--- src/rtl/umul_pkg.sv ---
package umul_pkg;

  typedef enum logic [1:0] {
    ST_IDLE = 2'd0,
    ST_RUN  = 2'd1,
    ST_FIX  = 2'd2
  } umul_state_e;

  // Number of add steps for a run; the trailing shift-only step is extra.
  function automatic int unsigned add_steps(input bit is_short, input int unsigned w,
                                            input int unsigned s);
    return is_short ? s : w;
  endfunction

endpackage

--- src/rtl/umul_path_sel.sv ---
module umul_path_sel #(
  parameter int unsigned W       = 32,
  parameter int unsigned SHORT_W = 12,
  parameter int unsigned CW      = 6
) (
  input  logic [W-1:0]  op_a,
  input  logic [W-1:0]  op_b,
  output logic          is_short,
  output logic [CW-1:0] step_cnt
);
  import umul_pkg::*;

  localparam logic [W-1:0] LOW_MASK = (W'(1) << SHORT_W) - W'(1);

  function automatic logic fits_short(input logic [W-1:0] a, input logic [W-1:0] b);
    return ((a | b) & ~LOW_MASK) == '0;
  endfunction

  always_comb begin
    is_short = fits_short(op_a, op_b);
    // Counter counts down to zero; zero marks the shift-only step.
    step_cnt = CW'(add_steps(is_short, W, SHORT_W));
  end

endmodule

--- src/rtl/umul_step_unit.sv ---
module umul_step_unit #(
  parameter int unsigned W = 32
) (
  input  logic         clk,
  input  logic         rst_n,
  input  logic         load,
  input  logic         step,
  input  logic         shift_only,
  input  logic [W-1:0] load_y,
  input  logic [W-1:0] mcand,
  output logic [W-1:0] pp_o,
  output logic [W-1:0] y_o
);

  logic [W-1:0] pp_q, y_q;
  logic         nv_q;

  logic [W-1:0] shifted, addend, sum;
  logic         add_ovf;

  // Signed overflow of a two-operand add.
  function automatic logic signed_ovf(input logic [W-1:0] a, input logic [W-1:0] b,
                                      input logic [W-1:0] s);
    return (a[W-1] == b[W-1]) && (s[W-1] != a[W-1]);
  endfunction

  always_comb begin
    shifted = {nv_q, pp_q[W-1:1]};
    addend  = (y_q[0] && !shift_only) ? mcand : '0;
    sum     = shifted + addend;
    add_ovf = signed_ovf(shifted, addend, sum);
  end

  always_ff @(posedge clk or negedge rst_n) begin
    if (!rst_n) begin
      pp_q <= '0;
      y_q  <= '0;
      nv_q <= 1'b0;
    end else if (load) begin
      pp_q <= '0;
      y_q  <= load_y;
      nv_q <= 1'b0;
    end else if (step) begin
      pp_q <= sum;
      y_q  <= {pp_q[0], y_q[W-1:1]};
      nv_q <= sum[W-1] ^ add_ovf;
    end
  end

  assign pp_o = pp_q;
  assign y_o  = y_q;

endmodule

--- src/rtl/umul_result_fix.sv ---
module umul_result_fix #(
  parameter int unsigned W       = 32,
  parameter int unsigned SHORT_W = 12
) (
  input  logic [W-1:0] pp,
  input  logic [W-1:0] y,
  input  logic         is_short,
  input  logic         mcand_msb,
  input  logic [W-1:0] mplier,
  output logic [W-1:0] hi,
  output logic [W-1:0] lo
);

  // Long run: the step chain treated the multiplicand top bit as a sign.
  function automatic logic [W-1:0] long_upper(input logic [W-1:0] p, input logic msb,
                                              input logic [W-1:0] m);
    return p + (msb ? m : '0);
  endfunction

  // Short run: the product is split across partial product and Y top bits.
  function automatic logic [W-1:0] short_lower(input logic [W-1:0] p, input logic [W-1:0] yy);
    return (p << SHORT_W) | (yy >> (W - SHORT_W));
  endfunction

  always_comb begin
    if (is_short) begin
      hi = '0;
      lo = short_lower(pp, y);
    end else begin
      hi = long_upper(pp, mcand_msb, mplier);
      lo = y;
    end
  end

endmodule

--- src/rtl/umul_seq.sv ---
module umul_seq #(
  parameter int unsigned W       = 32,
  parameter int unsigned SHORT_W = 12
) (
  input  logic           clk,
  input  logic           rst_n,
  input  logic           start,
  input  logic [W-1:0]   mplier_i,
  input  logic [W-1:0]   mcand_i,
  output logic           ready_o,
  output logic           done_o,
  output logic [2*W-1:0] product_o,
  output logic           hi_zero_o
);
  import umul_pkg::*;

  localparam int unsigned CW = $clog2(W + 2);

  umul_state_e    state_q;
  logic [CW-1:0]  cnt_q;
  logic [W-1:0]   mcand_q, mplier_q;
  logic           short_q;
  logic [2*W-1:0] product_q;
  logic           hz_q, done_q;

  // Named internal events
  logic           load_evt, step_evt, last_step, fix_evt;
  logic           sel_short;
  logic [CW-1:0]  sel_cnt;
  logic [W-1:0]   pp_w, y_w, hi_w, lo_w;

  assign load_evt  = (state_q == ST_IDLE) && start;
  assign step_evt  = (state_q == ST_RUN);
  assign last_step = step_evt && (cnt_q == '0);
  assign fix_evt   = (state_q == ST_FIX);

  umul_path_sel #(.W(W), .SHORT_W(SHORT_W), .CW(CW)) u_sel (
    .op_a     (mplier_i),
    .op_b     (mcand_i),
    .is_short (sel_short),
    .step_cnt (sel_cnt)
  );

  umul_step_unit #(.W(W)) u_step (
    .clk        (clk),
    .rst_n      (rst_n),
    .load       (load_evt),
    .step       (step_evt),
    .shift_only (last_step),
    .load_y     (mplier_i),
    .mcand      (mcand_q),
    .pp_o       (pp_w),
    .y_o        (y_w)
  );

  umul_result_fix #(.W(W), .SHORT_W(SHORT_W)) u_fix (
    .pp        (pp_w),
    .y         (y_w),
    .is_short  (short_q),
    .mcand_msb (mcand_q[W-1]),
    .mplier    (mplier_q),
    .hi        (hi_w),
    .lo        (lo_w)
  );

  always_ff @(posedge clk or negedge rst_n) begin
    if (!rst_n) begin
      state_q   <= ST_IDLE;
      cnt_q     <= '0;
      mcand_q   <= '0;
      mplier_q  <= '0;
      short_q   <= 1'b0;
      product_q <= '0;
      hz_q      <= 1'b1;
      done_q    <= 1'b0;
    end else begin
      done_q <= 1'b0;
      unique case (state_q)
        ST_IDLE: if (load_evt) begin
          mcand_q  <= mcand_i;
          mplier_q <= mplier_i;
          short_q  <= sel_short;
          cnt_q    <= sel_cnt;
          state_q  <= ST_RUN;
        end
        ST_RUN: begin
          if (last_step) state_q <= ST_FIX;
          else           cnt_q   <= cnt_q - CW'(1);
        end
        ST_FIX: begin
          product_q <= {hi_w, lo_w};
          hz_q      <= (hi_w == '0);
          done_q    <= 1'b1;
          state_q   <= ST_IDLE;
        end
        default: state_q <= ST_IDLE;
      endcase
    end
  end

  assign ready_o   = (state_q == ST_IDLE);
  assign done_o    = done_q;
  assign product_o = product_q;
  assign hi_zero_o = hz_q;

endmodule

--- config.mk ---
export PLATFORM = sky130hd
export DESIGN_NAME = umul_seq
export DESIGN_NICKNAME = d
export VERILOG_FILES = /design/src/rtl/umul_pkg.sv /design/src/rtl/umul_path_sel.sv /design/src/rtl/umul_step_unit.sv /design/src/rtl/umul_result_fix.sv /design/src/rtl/umul_seq.sv
export SDC_FILE = /design/constraint.sdc
export NUM_CORES = 1
export LEC_CHECK = 0
export BUFFER_PORTS_ARGS = -buffer_cell sky130_fd_sc_hd__buf_2
export CORE_AREA = 2 2 134 188
export DETAILED_ROUTE_END_ITERATION = 7
export DIE_AREA = 0 0 136 190
export HOLD_SLACK_MARGIN = 0.1
export PLACE_DENSITY = 0.73
export SLEW_MARGIN = 0
export SYNTH_ARGS = -nofsm -noshare
export SYNTH_HDL_FRONTEND = slang
export SYNTH_SLANG_ARGS = --single-unit
--- constraint.sdc ---
create_clock -name clk -period 9 [get_ports clk]
set_input_delay 0.45 -clock clk [delete_from_list [all_inputs] [get_ports clk]]
set_output_delay 0.45 -clock clk [all_outputs]
set_load 0.03 [all_outputs]
==> impl_results.md <==
* Skew final at 0.0185 ns
* Final Non-Filler Cells at 1784
* Class of the worst hold path: input pin to async pin
* Per-cell routed wire length at 17.4 um
* Library cells used by synthesis at 62
* Vias in the first global route at 9698
* TritonCTS clock tree: yes
* Met1 Usage GRT at roughly a third
* Nets@finish at around 1600
* Seq. cell area at 5110 sq um
* Top cells by area, synth: dfrtp_1 (43%), nand2_1 (12%), ha_1 (6.7%)
* Max-slew violation count at 0
* Initial DRC Count at roughly 720
* Ys async rst share at 100%
* Antenna diodes at 0
* Multi-input logic area at 6390 sq um
* Pre-CTS setup slack at 4.83 ns
* Initial cell density of the core at 48.7%
* Vias at 10032
* Syn Nets at roughly 1500
* PortBufs at 133
* CTS root buffer: clkbuf_16
* Cell Area, Synth at 11800 sq um
* Kind of critical path: flip-flop to flip-flop
* Largest net degree at the start of global routing at between 100 and 150
* Max Cap Viol at 0
* Number of synthesized register bits at about 200
* Final min period at 4.16 ns
* Ports at approximately 130
* Setup Buffers After CTS at 0
* Comb pwr share at 49.5%
* Mapped Avg Cell Area at 8.66 sq um
* Most used flip-flop cell after synthesis: dfrtp_1
* Post-synthesis sequential area ratio at 43.1%
* Slew Limit Headroom at 31.6%
* Internal power at approximately 0.003 W
* Status: completed
* Yosys top cell area share at 42.9%
* Die Y-Extent at 190 um
* Drt first pass iters at 6
* Clk pwr share at 19.0%
* Vias per cell at 5.62
* RePlAce Congestion at ~0.9
* CTS resizes at 0
* Core area at 24300 sq um
* Met3 usage at 2.72%
* Crit share post-route at approximately 46%
* Post-synth EDFFs at 0
* Worst-Skew Late Latency at 0.51 ns
* Max Clock Freq at 240 MHz
* Busiest grt layer: met2
* Switch Pwr at 0.00238 W
* Drt drc at 0
* Area leader, netlist: dfrtp_1
* Die W at approximately 140 um
* Pleak at ~6.6 nW
* Met2 global-route usage at around two fifths
* Synthesis-to-layout area growth at 14.2%
* Pwr dens at ~400 nW/um^2
* Mapped Cells at 1367
* Setup WS post-layout at 4.84 ns
* Clock sink total at 204
* Fill cells at 2253
* First-pass GRT wire length at 49900 um
* # hold bufs at CTS at 0
* Slew @ Worst Pin at 1.03 ns
* Reg power frac at around a third
* Count leader, synth: nand2_1
* Final hold viol count at 0
* Site row count at 68
* Critical Path Sink Type: flip-flop
* CP startpoint kind: flip-flop
* Total power at roughly 0.0054 W
* DP HPWL at 23100 um
* TritonCTS buffer count at 21
* Worst Path Required at 9.36 ns
* Share of cells above drive strength 1 at 13.5%
* Critical path data arrival time at 4.53 ns
* Critical path peak fanout at 32
* Antenna violations before repair at 0
* GR Overflow Total at 0
* Placed Cells at 1748
* WL final at slightly above 30000 um
* Sw Share at 44.3%
* Final setup violation count at 0
* Reg clk slew, reported paths at 0.06 ns
* Hold Slack at 0.115 ns
* Antenna viol nets, final at 0
* Synth warnings at 0
* Worst ir drop on vdd at 0.196 mV
* Unrepaired setup endpoints after global routing: no
* Synth cell count leaders: nand2_1 (368), dfrtp_1 (203), o21ai_0 (111)
* H-tree levels at 1
* Maximum root-to-sink buffer count at 3
* Global-route usage over all layers at 24.2%
* Setup TNS at 0 ns
* Die area at 25800 sq um
==> state kept, by name, indices dropped and copies added (netlist names) <==
name,cells
u_step.y_o,32
u_step.nv_q,1
mcand_q,32
u_step.pp_o,32
short_q,1
state_q,2
mplier_q,32
product_o,64
hi_zero_o,1
cnt_q,6
done_o,1
==> worst max-delay path, stage by stage, from the launching register on <==
cell and delay [ns]:
dfrtp_1 0.41, inv_1 0.06, ha_1 0.24, nand3_1 0.10, nor2_1 0.06, nor2b_1 0.10
buf_4 0.27, nand2_1 0.14, inv_1 0.08, ha_1 0.22, a21o_1 0.19, a21o_4 0.23
a2111oi_4 0.43, o41ai_4 0.16, a41oi_2 0.38, o41a_4 0.23, o21ai_0 0.15, a311oi_1 0.34
xor2_1 0.17, o21ai_0 0.08
==> metal layers <==
metal  vias up  routed length [um]
met5         -                   0
met4         0                1250
met3        68                1400
met2       278               15300
met1      4767               13000
li1       4919                   -
==> metrics by stage <==
step | utilization, % | cell area (sq um)
after detailed placement | 52.2 | 12700
after CTS | 55.6 | 13500
after global placement | 52.2 | 12700
final | 55.6 | 13500
after global routing | 55.6 | 13500
after floorplan | - | 11800
==> final timing paths <==
check                           start         endpoint  slack, ns  cells after the start
setup / recovery             cnt_q[0]  u_step.pp_o[27]       4.84                     19
hold reg to reg            mcand_q[5]       mcand_q[5]       0.46                      2
max in group asynchronous       rst_n     product_o[6]       7.33                      2
setup reg to reg             cnt_q[0]  u_step.pp_o[27]       4.84                     19
min in group clk           mcand_i[8]       mcand_q[8]       0.13                      3
hold / removal                  rst_n           done_o       0.11                      1
==> final cells by class <==
| cell class | instances | share of cell area (%) |
|---|---|---|
| multi-input combinational | 1066 | 47.3 |
| sequential | 204 | 37.8 |
| timing repair buffer | 142 | 5.49 |
| clock buffer | 24 | 4.19 |
| tap | 315 | 2.92 |
| clock inverter | 12 | 1.79 |
| inverter | 21 | 0.583 |
==> cells by family (layout without fill, tap and decap cells) <==
logic type	Yosys count	in the layout	synth area share, %
AOI/OAI and AO/OA	317	317	17.5
xor gates and xnor gates	58	58	4.29
adders and majority gates	66	66	7.09
buffers and inverters	97	199	3.12
DFF	204	204	43.1
muxes	34	34	2.88
and+or+nand+nor	591	591	22.0
==> power groups by stage <==
stage | Combinational (W) | Clock (W) | Sequential [W]
floorplan | 0.00181 | 0 | 0.00180
global placement | 0.00259 | 0 | 0.00169
detailed placement | 0.00264 | 0 | 0.00170
CTS | 0.00265 | 0.00103 | 0.00169
global route | 0.00297 | 0.00107 | 0.00174
finish | 0.00265 | 0.00102 | 0.00169
==> layout by cell type (no fill, tap or decap), drive strengths merged, types with 7 or more instances in the layout <==
cell type | Yosys | routed
dfrtp | 203 | 203
nor4 | 10 | 10
nand4 | 7 | 7
mux2i | 33 | 33
a22o | 13 | 13
o21a | 10 | 10
nor3 | 12 | 12
nor2b | 10 | 10
a31oi | 14 | 14
ha | 63 | 63
inv | 21 | 22
o31ai | 18 | 18
o21ai | 112 | 112
o41ai | 7 | 7
and2 | 64 | 64
xnor2 | 29 | 29
nand2 | 368 | 368
a21oi | 60 | 60
bufinv | 0 | 7
nand3 | 50 | 50
nor2 | 44 | 44
xor2 | 29 | 29
nand2b | 12 | 12
clkbuf | 72 | 25
buf | 4 | 141
a21o | 22 | 22
a211oi | 7 | 7
a22oi | 25 | 25
Note: power is estimated with default switching activity, not from simulation.
